--- src/rtl/gmux_pkg.sv ---
package gmux_pkg;

    // Plane numbers are carried on a fixed two-bit tag.
    localparam int SEL_W      = 2;
    localparam int TAG_SLOTS  = 1 << SEL_W;

    typedef enum logic {
        SLOT_READ  = 1'b0,
        SLOT_WRITE = 1'b1
    } slot_kind_e;

    // Width of a plane, given the widths of all three.
    function automatic int plane_width(int p, int w0, int w1, int w2);
        case (p)
            0:       return w0;
            1:       return w1;
            default: return w2;
        endcase
    endfunction

    // Power-up entry of a table: plane 0 at width 4 gets a fixed curve,
    // every other table starts as identity.
    function automatic logic [11:0] init_entry(int p, int w, int idx);
        logic [63:0] curve;
        curve = 64'hFFEE_DCCB_BA98_7640;
        if (p == 0 && w == 4)
            return {8'd0, curve[idx*4 +: 4]};
        return 12'(idx);
    endfunction

endpackage

--- src/rtl/gmux_delay.sv ---
module gmux_delay #(
    parameter type T     = logic,
    parameter int  DEPTH = 2
) (
    input  logic clk,
    input  logic rst_n,
    input  logic sync_clr,
    input  logic clk_en,
    input  T     d,
    output T     q
);

    for (genvar i = 0; i < DEPTH; i++) begin : g_stage
        T nxt;
        T r_q;
        if (i == 0) begin : g_head
            assign nxt = d;
        end else begin : g_body
            assign nxt = g_stage[i-1].r_q;
        end
        always_ff @(posedge clk or negedge rst_n) begin
            if (!rst_n)
                r_q <= '0;
            else if (sync_clr)
                r_q <= '0;
            else if (clk_en)
                r_q <= nxt;
        end
    end

    assign q = g_stage[DEPTH-1].r_q;

endmodule

--- src/rtl/gmux_lut_bank.sv ---
module gmux_lut_bank
    import gmux_pkg::*;
#(
    parameter int DATA_W     = 4,
    parameter int NUM_PLANES = 3,
    parameter int PLANE1_W   = 4,
    parameter int PLANE2_W   = 3
) (
    input  logic              clk,
    input  logic              clk_en,
    input  logic              wr_en,
    input  logic [SEL_W-1:0]  wr_plane,
    input  logic [DATA_W-1:0] addr,
    input  logic [DATA_W-1:0] wr_val,
    input  logic [SEL_W-1:0]  rd_plane,
    output logic [DATA_W-1:0] rd_data
);

    logic [DATA_W-1:0] rd_al [TAG_SLOTS];

    for (genvar p = 0; p < TAG_SLOTS; p++) begin : g_plane
        if (p < NUM_PLANES) begin : g_tbl
            localparam int W     = plane_width(p, DATA_W, PLANE1_W, PLANE2_W);
            localparam int DEPTH = 1 << W;
            localparam int PAD   = DATA_W - W;

            logic [W-1:0] mem [DEPTH];
            logic [W-1:0] rd_q;
            logic [W-1:0] idx;
            logic [W-1:0] val;

            assign idx = addr[DATA_W-1 -: W];
            assign val = wr_val[DATA_W-1 -: W];

            initial begin
                for (int i = 0; i < DEPTH; i++)
                    mem[i] = W'(init_entry(p, W, i));
            end

            always_ff @(posedge clk) begin
                if (wr_en && wr_plane == SEL_W'(p))
                    mem[idx] <= val;
                if (clk_en)
                    rd_q <= mem[idx];
            end

            if (PAD > 0) begin : g_pad
                assign rd_al[p] = {rd_q, {PAD{1'b0}}};
            end else begin : g_full
                assign rd_al[p] = rd_q;
            end
        end else begin : g_none
            assign rd_al[p] = '0;
        end
    end

    assign rd_data = rd_al[rd_plane];

endmodule

--- src/rtl/gmux_gamma_top.sv ---
module gmux_gamma_top
    import gmux_pkg::*;
#(
    parameter int DATA_W     = 4,
    parameter int NUM_PLANES = 3,
    parameter int PLANE1_W   = 4,
    parameter int PLANE2_W   = 3,
    parameter int LATENCY    = 6
) (
    input  logic              clk,
    input  logic              rst_n,
    input  logic              sync_clr,
    input  logic              clk_en,
    input  logic              in_vld,
    input  logic [SEL_W-1:0]  in_plane,
    input  logic [DATA_W-1:0] in_data,
    input  logic              in_corr_en,
    input  logic              tbl_we,
    input  logic [DATA_W-1:0] tbl_val,
    output logic              out_vld,
    output logic [SEL_W-1:0]  out_plane,
    output logic [DATA_W-1:0] out_data,
    output logic              out_corr
);

    // Input stage, lookup stage, then the rest of the latency as a tag delay.
    localparam int CHAIN = LATENCY - 2;

    typedef struct packed {
        logic              vld;
        slot_kind_e        kind;
        logic              corr;
        logic [SEL_W-1:0]  plane;
        logic [DATA_W-1:0] data;
        logic [DATA_W-1:0] val;
    } in_slot_t;

    typedef struct packed {
        logic              vld;
        logic              corr;
        logic [SEL_W-1:0]  plane;
        logic [DATA_W-1:0] data;
    } out_slot_t;

    in_slot_t          s1_d, s1_q;
    out_slot_t         tag2_q, res, out_q;
    logic [DATA_W-1:0] lut_rd;
    logic              wr_go;

    always_comb begin
        s1_d.vld   = in_vld;
        s1_d.kind  = tbl_we ? SLOT_WRITE : SLOT_READ;
        s1_d.corr  = in_corr_en;
        s1_d.plane = in_plane;
        s1_d.data  = in_data;
        s1_d.val   = tbl_val;
    end

    always_ff @(posedge clk or negedge rst_n) begin
        if (!rst_n)
            s1_q <= '0;
        else if (sync_clr)
            s1_q <= '0;
        else if (clk_en)
            s1_q <= s1_d;
    end

    // Writes are taken from the input stage; a cleared slot never writes.
    assign wr_go = clk_en && !sync_clr && (s1_q.kind == SLOT_WRITE);

    gmux_lut_bank #(
        .DATA_W     (DATA_W),
        .NUM_PLANES (NUM_PLANES),
        .PLANE1_W   (PLANE1_W),
        .PLANE2_W   (PLANE2_W)
    ) u_bank (
        .clk      (clk),
        .clk_en   (clk_en),
        .wr_en    (wr_go),
        .wr_plane (s1_q.plane),
        .addr     (s1_q.data),
        .wr_val   (s1_q.val),
        .rd_plane (tag2_q.plane),
        .rd_data  (lut_rd)
    );

    always_ff @(posedge clk or negedge rst_n) begin
        if (!rst_n) begin
            tag2_q <= '0;
        end else if (sync_clr) begin
            tag2_q <= '0;
        end else if (clk_en) begin
            tag2_q.vld   <= s1_q.vld && (s1_q.kind == SLOT_READ);
            tag2_q.corr  <= s1_q.corr;
            tag2_q.plane <= s1_q.plane;
            tag2_q.data  <= s1_q.data;
        end
    end

    always_comb begin
        res      = tag2_q;
        res.data = tag2_q.corr ? lut_rd : tag2_q.data;
    end

    gmux_delay #(
        .T     (out_slot_t),
        .DEPTH (CHAIN)
    ) u_delay (
        .clk      (clk),
        .rst_n    (rst_n),
        .sync_clr (sync_clr),
        .clk_en   (clk_en),
        .d        (res),
        .q        (out_q)
    );

    assign out_vld   = out_q.vld;
    assign out_plane = out_q.plane;
    assign out_data  = out_q.data;
    assign out_corr  = out_q.corr;

endmodule

--- config.mk ---
export PLATFORM = sky130hd
export DESIGN_NAME = gmux_gamma_top
export DESIGN_NICKNAME = d
export VERILOG_FILES = /design/src/rtl/gmux_pkg.sv /design/src/rtl/gmux_delay.sv /design/src/rtl/gmux_lut_bank.sv /design/src/rtl/gmux_gamma_top.sv
export SDC_FILE = /design/constraint.sdc
export NUM_CORES = 1
export LEC_CHECK = 0
export BUFFER_PORTS_ARGS = -buffer_cell sky130_fd_sc_hd__buf_2
export CAP_MARGIN = 30
export CORE_MARGIN = 1
export CORE_UTILIZATION = 41
export CTS_CLUSTER_DIAMETER = 40
export DETAILED_ROUTE_END_ITERATION = 10
export PLACE_DENSITY_LB_ADDON = 0.08
export RECOVER_POWER = 25
export SYNTH_ARGS = -nofsm -noshare
export SYNTH_HDL_FRONTEND = slang
export SYNTH_HIERARCHICAL = 1
export SYNTH_SLANG_ARGS = --single-unit
export TNS_END_PERCENT = 5
--- constraint.sdc ---
create_clock -name clk -period 2.55 [get_ports clk]
set_input_delay 0.3825 -clock clk [delete_from_list [all_inputs] [get_ports clk]]
set_output_delay 0.3825 -clock clk [all_outputs]
set_load 0.03 [all_outputs]
## Yosys cells after proc, flatten, opt, wreduce, memory -nomap -nowiden

Memories as Yosys holds them, arrays and structs flattened. A register that Yosys moved wholly into a read port is not among the register bits.
Cells that the tools add are included.

| operators by class | value |
|---|---|
| $lt $le $gt $ge | 1 |
| equal/unequal tests | 2 |
| reductions and logical operators | 9 |
| bitwise gates (word level) | 2 |
| muxes and demuxes | 23 |

Operators by type and width:

| operator | number |
|---|---|
| $mux W8 | 10 |
| $mux W13 | 2 |
| $mux W4 | 3 |
| $bmux W4 S2 | 1 |
| $mux W1 | 7 |
| $logic_and A1 B1 Y1 | 6 |
| $ge A3 B3 Y1 const B | 1 |
| $not A2 Y3 | 1 |
| $eq A2 B1 Y1 const B | 1 |
| $eq A2 B2 Y1 const B | 1 |
| $logic_not A2 Y1 | 1 |
| $reduce_bool A2 Y1 | 1 |
| $logic_not A1 Y1 | 1 |
| $not A1 Y1 | 1 |

| word-level totals | value |
|---|---|
| memories | 3 |
| output and inout port bits | 8 |
| RAM bits | 152 |
| bits in registers | 53 |

Memory list:

| memory | depth | bits a word | read ports | clocked after memory_dff | write ports | line | RTL |
|---|---|---|---|---|---|---|---|
| u_bank.g_plane[0].g_tbl.mem | 16 | 4 | 1 | 1 | 1 | gmux_lut_bank.sv:27 | `logic [W-1:0] mem [DEPTH];` |
| u_bank.g_plane[1].g_tbl.mem | 16 | 4 | 1 | 1 | 1 | gmux_lut_bank.sv:27 |  |
| u_bank.g_plane[2].g_tbl.mem | 8 | 3 | 1 | 1 | 1 | gmux_lut_bank.sv:27 |  |

## Depth between registers and ports, before layout

Gate-level depths: netlist (run 1).

| depth | value |
|---|---|
| depth in word-level cells | 7 |
| mapped depth | 8 |
| depth with buffers taken out | 6 |

## Modules after synthesis

The synthesis (run 1) kept the hierarchy.

By module, submodules not included:

| module | area an instance (sq um) | times used | cells each |
|---|---|---|---|
| gmux_lut_bank | 6394.9 | 1 | 325 |
| gmux_delay | 1323.8 | 1 | 103 |
| gmux_gamma_top | 943.4 | 1 | 75 |

## Worst setup path before layout (run 1)

OpenSTA, ideal clock, no wires.

| path | value |
|---|---|
| kind | input port to flip-flop |
| start | input port clk_en |
| end | memory u_bank/g_plane[0].g_tbl.mem[14][0] (netlist bit), enable pin |
| arrival time | 1527 ps |
| cell stages on the path | 8 |
| setup slack | 694 ps |
| cell sequence | buf_6 buf_12 nand2_1 nor2_1 nor3b_1 nand2b_1 clkbuf_1 nor2_1 |

| between the ends | value |
|---|---|
| cells in the longest elaborated chain, start to end | 5 |

Ends and longest elaborated chain:

| element | line | RTL |
|---|---|---|
| start, declared | gmux_gamma_top.sv:13 | `input logic clk_en,` |
| $logic_and A1 B1 Y1 (2 in series) | gmux_gamma_top.sv:69 | `assign wr_go = clk_en && !sync_clr && (s1_q.kind == SLOT_WRITE);` |
| named net wr_go | gmux_gamma_top.sv:48 | `logic wr_go;` |
| $logic_and A1 B1 Y1 | gmux_lut_bank.sv:41 | `if (wr_en && wr_plane == SEL_W'(p))` |
| $mux W1 | gmux_lut_bank.sv:41 |  |
| $mux W1 (implied by the code) | gmux_lut_bank.sv:42 | `mem[idx] <= val;` |
| end, declared | gmux_lut_bank.sv:27 |  |

The timed path passes the listed nets, and every way through them passes these cells.

## Worst setup path after layout (run 1)

| path | value |
|---|---|
| start | register s1_q[11] (netlist bit) |
| end | memory u_bank/g_plane[0].g_tbl.mem[8][1] (netlist bit), enable pin |

| between the ends | value |
|---|---|
| cells in the longest elaborated chain, start to end | 4 |

Ends and longest elaborated chain:

| element | line | RTL |
|---|---|---|
| start, declared | gmux_gamma_top.sv:45 | `in_slot_t s1_d, s1_q;` |
| start signal, assigned | gmux_gamma_top.sv:61 | `s1_q <= '0;` |
| start signal, assigned | gmux_gamma_top.sv:63 | `s1_q <= '0;` |
| start signal, assigned | gmux_gamma_top.sv:65 | `s1_q <= s1_d;` |
| $logic_and A1 B1 Y1 | gmux_gamma_top.sv:69 |  |
| named net wr_go | gmux_gamma_top.sv:48 |  |
| $logic_and A1 B1 Y1 | gmux_lut_bank.sv:41 |  |
| $mux W1 | gmux_lut_bank.sv:41 |  |
| $mux W1 (implied by the code) | gmux_lut_bank.sv:42 |  |

The timed path passes the listed nets, and every way through them passes these cells.

==> results by group, run 1 <==
Status
  • Status: complete, but fails checks
  • Failing checks: capacitance limit, slew limit

Logic synthesis
  • Most area-consuming cells after synthesis: edfxtp_1 (57%), dfrtp_1 (15%), mux4_2 (9.1%)
  • Gate count of the mapped netlist: 503
  • Top-area cell type share of the netlist area: 56.5%
  • Dominant combinational cell family by area after synthesis: multiplexers
  • Number of warnings printed during yosys synthesis: 6
  • Register bit total from synthesis: 216
  • Synthesized net count: 520
  • Xor-xnor portion of the synthesized cell area: 0%
  • Synth Area in Compound Gates: 2.20%
  • Multiplexer share of the synthesized area: 16.6%
  • Unique cell type count in the Yosys netlist: 33
  • Share of synthesized area occupied by flip-flops and latches: 71.8%
  • Area share of and/or/nand/nor cells after synthesis: 6.56%
  • Mean instance size in the synthesized netlist: 17.2 um^2
  • Synthesized cell area: 8660 um^2
  • Cell type with the largest total area after synthesis: edfxtp_1
  • Post-synthesis adder-cell area fraction: 0%

Timing
  • Summed negative setup slack over all endpoints: 0 ns
  • Remaining max-slew budget at the tightest pin: -13.0%
  • Largest clock skew in the final design: 0.0166 ns
  • Pin slew with the least headroom to its limit: 1.69 ns
  • Top achievable clock speed: 454 MHz
  • Hold violation total from the final report: 0
  • Final count of pins violating max slew: 34
  • Minimum clock period after layout: 2.20 ns
  • Post-route fraction of the period consumed by the critical path: 86.3%
  • Total setup violations reported at the end of the flow: 0
  • Setup repair after global routing missed its margin: false

Critical path
  • Kind of capture point of the worst setup path: register
  • Data arrival, critical path: 2.38 ns
  • Cell seen most often among critical-path stages: nor2_1
  • Worst path required time: 2.73 ns
  • Cell with the biggest individual delay on the critical path: nor2_1
  • Critical path type: reg2reg
  • Critical path launch point type: register
  • Largest stage delay on the critical path: 0.44 ns
  • Critical Path Fanout Max: 8
  • Worst path cell trace: nand2_1, nor2_1, nor3b_1, nand2b_1, nor2_1
  • WP buf/inv: 0
  • Cell type group with the largest total delay on the critical path: simple AND/OR/NAND/NOR gates

GRT
  • Aggregate global routing overflow: 0
  • All-layer global routing usage: 16.8%
  • Largest net degree at the start of global routing: 66
  • Number of global-route vias before repair: 4,743
  • Antenna violations before repair: 0
  • Wire length of the first global-routing pass: 27,500 um

Cells and area
  • Commonest cells after routing, fill and taps aside: edfxtp_1 (163), nor2_1 (94), mux2i_1 (57), dfrtp_1 (51), mux4_2 (35)
  • Commonest non-fill, non-tap cell in the layout: edfxtp_1
  • Diodes inserted: 0
  • Fraction of layout instances using a drive strength above 1: 24.3%
  • NumNets Final: 570
  • Final cell count without fillers: 847
  • Area growth from synthesis to layout: 16.4%

Placed design
  • Placed cell count: 788
  • RePlAce Congestion: 0.771
  • Number of port buffers: 24
  • HPWL after detailed placement: 10,700 um

Die
  • Die height: 147 um
  • Area of the core region: 20,500 um^2
  • Floorplan die width: 147 um
  • DIE AREA: 21,700 um^2
  • Number of placement rows: 52
  • Effective utilization at floorplan: 42.3%
  • Boundary Pins: 25

Detailed routing
  • Wire length on met3: 819 um
  • WL final: 17,500 um
  • Detailed-router iteration count before antenna repair: 4
  • Via density per instance: 5.22
  • Routed met2 length: 8640 um
  • Initial DRC Count: 272
  • Met1 routed wirelength after detailed routing: 7780 um
  • Remaining antenna violation count: 0
  • Number of DRC violations after detailed routing: 0
  • Highest routed metal layer: met4
  • Average detailed-routed wire length per instance: 20.7 um
  • Via count: 4,421

CTS
  • CTS buffer count: 31
  • Depth of the CTS H-tree: 1
  • CTS resizes: 0
  • TritonCTS clock tree: yes
  • Clock-pin transition on the worst setup and hold timing paths: 0.06 ns
  • Clock tree root buffer cell: clkbuf_16
  • Sinks on the clock net: 216
  • Clock insertion delay at the later pin of the skew report: 0.53 ns
  • Number of buffers between clock root and the deepest sink: 3

Min path
  • Class of the tightest hold or removal check: in2reg

Power
  • Worst-case vdd ir drop: 0.000552 V
  • P per Cell Area: 836 nW/um^2
  • Static Leak: 0.00361 uW

Run
  • Max Cap Viol: 2
==> layer usage <==
metal,up-vias,track usage [%]
met3,25,2.92
li1,2013,-
met1,2280,23.1
met4,0,4.33
met5,-,0
met2,103,27.9
==> layout make-up <==
cell class / instances / area [um^2]
clock inverter: 23 / 250
fill: 1779 / 10400
clock buffer: 34 / 787
timing repair buffer: 46 / 292
multi-input combinational: 257 / 2190
tap: 270 / 338
inverter: 1 / 3.75
sequential: 216 / 6220
==> power breakdown <==
part	switching (uW)	total [uW]	internal [uW]
Sequential	39.3	3880	3840
Clock	1530	4170	2640
Combinational	222	376	154
Total	1790	8430	6640
==> stage by stage <==
stage / worst slack, ns / total power, uW / hold slack [ns] / util [%] / instance area [um^2]
final: 0.349 / 8430 / 0.0994 / 49.2 / 10100
after CTS: 0.364 / 8540 / 0.0844 / 49.2 / 10100
after detailed placement: 0.248 / 4330 / 0.510 / 44.1 / 9050
after global placement: 0.369 / 4330 / 0.498 / 44.1 / 9050
after global routing: 0.191 / 8730 / 0.112 / 49.2 / 10100
after floorplan: 0.694 / 4200 / 0.0869 / - / 8660
==> state kept, by name (all words and copies together) (netlist names) <==
name / flops
tag2_q: 4
u_delay/q: 8
s1_q: 13
u_delay/g_stage.r_q: 24
u_bank/g_plane.g_tbl.mem: 152
res: 4
u_bank/g_plane.g_tbl.rd_q: 11
==> kinds of logic (layout without fill, tap and decap cells) <==
kind of cell	count (synthesis)	count (layout)
buffers and inverters	30	104
AOI/OAI and AO/OA	26	26
and+or+nand+nor	132	132
DFF	216	216
muxes	99	99
==> worst reg2reg max path, delay by kind of cell (launching register included) <==
family / cells / cell delay [ns]
simple gates: 5 / 1.50
flops: 1 / 0.35
==> final timing paths <==
check	startpoint	endpoint	slack [ns]	depth (start not counted)
setup / recovery	s1_q[11]	u_bank/g_plane[0].g_tbl.mem[8][1]	0.35	5
hold / removal	tbl_val[3]	s1_q[3]	0.1	3
setup reg to reg	s1_q[11]	u_bank/g_plane[0].g_tbl.mem[8][1]	0.35	5
hold reg to reg	tag2_q[3]	tag2_q[3]	0.52	2
max in group asynchronous	rst_n	s1_q[4]	1.54	3
min in group asynchronous	rst_n	u_delay/g_stage[1].r_q[2]	0.52	3
==> timing repair <==
| item | 4_1_cts | 5_1_grt |
|---|---|---|
| hold endpoints to repair | 13 | 0 |
| setup endpoints to repair | 0 | 0 |
| hold buffers | 1 | 0 |
| setup buffers | 0 | 0 |
==> cells in the mapped netlist (all sizes together) <==
library cell,n
a21oi,2
nand3b,3
nand4b,1
nand4bb,1
and3b,1
edfxtp,163
mux2,7
nor2b,4
clkbuf,10
o221ai,2
o21ai,3
mux4,35
dfrtp,53
inv,1
a32oi,1
nor2,95
mux2i,57
a22oi,18
nand3,1
and2,1
nor3b,1
nand2b,6
or3,1
buf,19
nand2,17
Power figures use the tool's default switching activity.
==> inputs of run 2 (changes only) <==
--- a/config.mk
+++ b/config.mk
@@ -7,6 +7,8 @@
 export LEC_CHECK = 0
 export BUFFER_PORTS_ARGS = -buffer_cell sky130_fd_sc_hd__buf_2
 export CAP_MARGIN = 30
+export CELL_PAD_IN_SITES_DETAIL_PLACEMENT = 0
+export CELL_PAD_IN_SITES_GLOBAL_PLACEMENT = 1
 export CORE_MARGIN = 1
 export CORE_UTILIZATION = 41
 export CTS_CLUSTER_DIAMETER = 40
==> results by group, run 2 (synthesized netlist as in run 1, its figures left out) <==
Status
  • Status: complete, but fails checks
  • Failing checks: capacitance limit, slew limit

Die
  • DIE AREA: 21,700 um^2 (unchanged)
  • Number of placement rows: 52 (unchanged)
  • Effective utilization at floorplan: 42.3% (unchanged)
  • Boundary Pins: 25 (unchanged)
  • Floorplan die width: 147 um (unchanged)
  • Die height: 147 um (unchanged)
  • Area of the core region: 20,500 um^2 (unchanged)

CTS
  • Cts hold-fix bufs: 1 (unchanged)
  • Post-CTS setup repair buffer count: 0 (unchanged)
  • TritonCTS clock tree: yes
  • CTS resizes: 0 (unchanged)
  • Clock-pin transition on the worst setup and hold timing paths: 0.05 ns (about the same)
  • Number of buffers between clock root and the deepest sink: 3 (unchanged)
  • CTS buffer count: 31 (unchanged)
  • Clock tree root buffer cell: clkbuf_16
  • Depth of the CTS H-tree: 1 (unchanged)
  • Sinks on the clock net: 216 (unchanged)
  • Clock insertion delay at the later pin of the skew report: 0.54 ns (about the same)

Run
  • Max Cap Viol: 1 (-1)

Detailed routing
  • Via density per instance: 5.14 (-1.5%)
  • WL final: 17,400 um (-0.90%)
  • Average detailed-routed wire length per instance: 20.6 um (-0.43%)
  • Number of DRC violations after detailed routing: 0 (unchanged)
  • Initial DRC Count: 307 (+13%)
  • Remaining antenna violation count: 0 (unchanged)
  • Via count: 4,336 (-1.9%)
  • Detailed-router iteration count before antenna repair: 4 (unchanged)

Power
  • Total Power Consumption: 8680 uW (+3.0%)
  • Static Leak: 0.00364 uW (+0.73%)
  • Worst-case vdd ir drop: 0.000532 V (-3.6%)
  • P per Cell Area: 855 nW/um^2 (+2.4%)

Cells and area
  • Number of filler instances in the final layout: 1,731 (-2.7%)
  • Flip-flop count of the largest register, all copies and words added: 152 (unchanged)
  • Commonest cells after routing, fill and taps aside: edfxtp_1 (163), nor2_1 (94), mux2i_1 (57), dfrtp_1 (51), mux4_2 (35)
  • Area growth from synthesis to layout: 17.1%
  • Regs by FF count: u_bank/g_plane.g_tbl.mem (152), u_delay/g_stage.r_q (24), s1_q (13)
  • Register containing the most flip-flops in the final layout: u_bank/g_plane.g_tbl.mem
  • Fraction of layout instances using a drive strength above 1: 23.7% (-0.53 points)
  • Final cell count without fillers: 843 (-0.47%)
  • NumNets Final: 567 (-0.53%)
  • Commonest non-fill, non-tap cell in the layout: edfxtp_1
  • Diodes inserted: 0 (unchanged)

Timing
  • Summed negative setup slack over all endpoints: 0 ns (unchanged)
  • Final critical-path setup slack: 0.299 ns (-0.0499 ns)
  • Minimum clock period after layout: 2.25 ns (+0.0499 ns)
  • Pin slew with the least headroom to its limit: 1.52 ns (-0.172 ns)
  • Total setup violations reported at the end of the flow: 0 (unchanged)
  • Largest clock skew in the final design: 0.0123 ns (-0.00428 ns)
  • Hold slack final: 0.0966 ns (-0.00274 ns)
  • Setup repair after global routing missed its margin: false
  • Hold violation total from the final report: 0 (unchanged)
  • Top achievable clock speed: 444 MHz (-2.2%)
  • Final count of pins violating max slew: 34 (unchanged)
  • Post-route fraction of the period consumed by the critical path: 88.3% (+2.0 points)
  • Remaining max-slew budget at the tightest pin: -1.55% (+11 points)

Placed design
  • RePlAce Congestion: 0.786 (+1.9%)
  • Number of port buffers: 24 (unchanged)
  • HPWL after detailed placement: 11,000 um (+2.8%)
  • Placed cell count: 786 (-0.25%)
  • Setup slack at placement: 0.227 ns (-0.0204 ns)

Min path
  • Count of cells along the worst hold path: 3 (unchanged)
  • Class of the tightest hold or removal check: in2reg

Critical path
  • Logic depth of the worst register-to-register path: 5 (unchanged)
  • R2R setup slack: 0.30 ns (-0.05 ns)
  • Kind of capture point of the worst setup path: register
  • Worst path required time: 2.75 ns (+0.02 ns)
  • Critical path launch point type: register
  • Critical path type: reg2reg
  • Critical Path Fanout Max: 8 (unchanged)
  • Data arrival, critical path: 2.45 ns (+0.07 ns)

GRT
  • Number of global-route vias before repair: 4,520 (-4.7%)
  • All-layer global routing usage: 17.0% (+0.21 points)
  • Antenna violations before repair: 0 (unchanged)
  • Aggregate global routing overflow: 0 (unchanged)
  • Wire length of the first global-routing pass: 27,800 um (+0.83%)
  • Largest net degree at the start of global routing: 54 (-18%)
run 2: cell count changes in the layout (fill, tap and decap cells not counted), sizes merged:
cell,change
buf,-4
bufinv,+2
clkbuf,-1
clkinvlp,-4
inv,+3
run 2: routing by layer:
metal	up-vias	part of all wire, %	global-route usage, %
li1	2015	-	-
met1	2204	46	24.5
met2	86	48	27.0
met3	31	3.9	2.48
met4	0	2.4	5.00
met5	-	0	0
run 2: final cells by class:
class / instances / area, um^2 / share of cell area [%]
Clock buffer: 32 / 779 / 7.68
Clock inverter: 24 / 322 / 3.17
Inverter: 1 / 3.75 / 0.0370
Multi-Input combinational cell: 257 / 2190 / 21.6
Sequential cell: 216 / 6220 / 61.3
Tap cell: 270 / 338 / 3.33
Timing Repair Buffer: 43 / 289 / 2.85
run 2: metrics by stage:
step	utilization (%)	instance area (um^2)
6_report	49.5	10100
5_1_grt	49.5	10100
3_5_place_dp	44.2	9060
2_1_floorplan	-	8660
3_3_place_gp	44.1	9040
4_1_cts	49.6	10200
run 2: worst paths after layout:
check / startpoint / end
max in group asynchronous: rst_n / s1_q[7]
hold / removal: tbl_val[2] / s1_q[2]
setup / recovery: s1_q[11] / u_bank/g_plane[0].g_tbl.mem[0][2]
hold reg to reg: u_delay/q[4] / u_delay/q[4]
min in group asynchronous: rst_n / u_delay/q[1]
setup reg to reg: s1_q[11] / u_bank/g_plane[0].g_tbl.mem[0][2]
run 2: worst max-delay path, stage by stage (launching register included):
cell and delay (ns):
dfrtp_1 0.36, nand2_1 0.06, nor2_1 0.33, nor3b_1 0.42, nand2b_1 0.35, nor2_1 0.40
run 2: where the power goes:
group          internal, uW  total (uW)  switching [uW]
Combinational           151         351             200
Clock                  2860        4430            1570
Sequential             3840        3900            57.4
Total                  6850        8680            1830
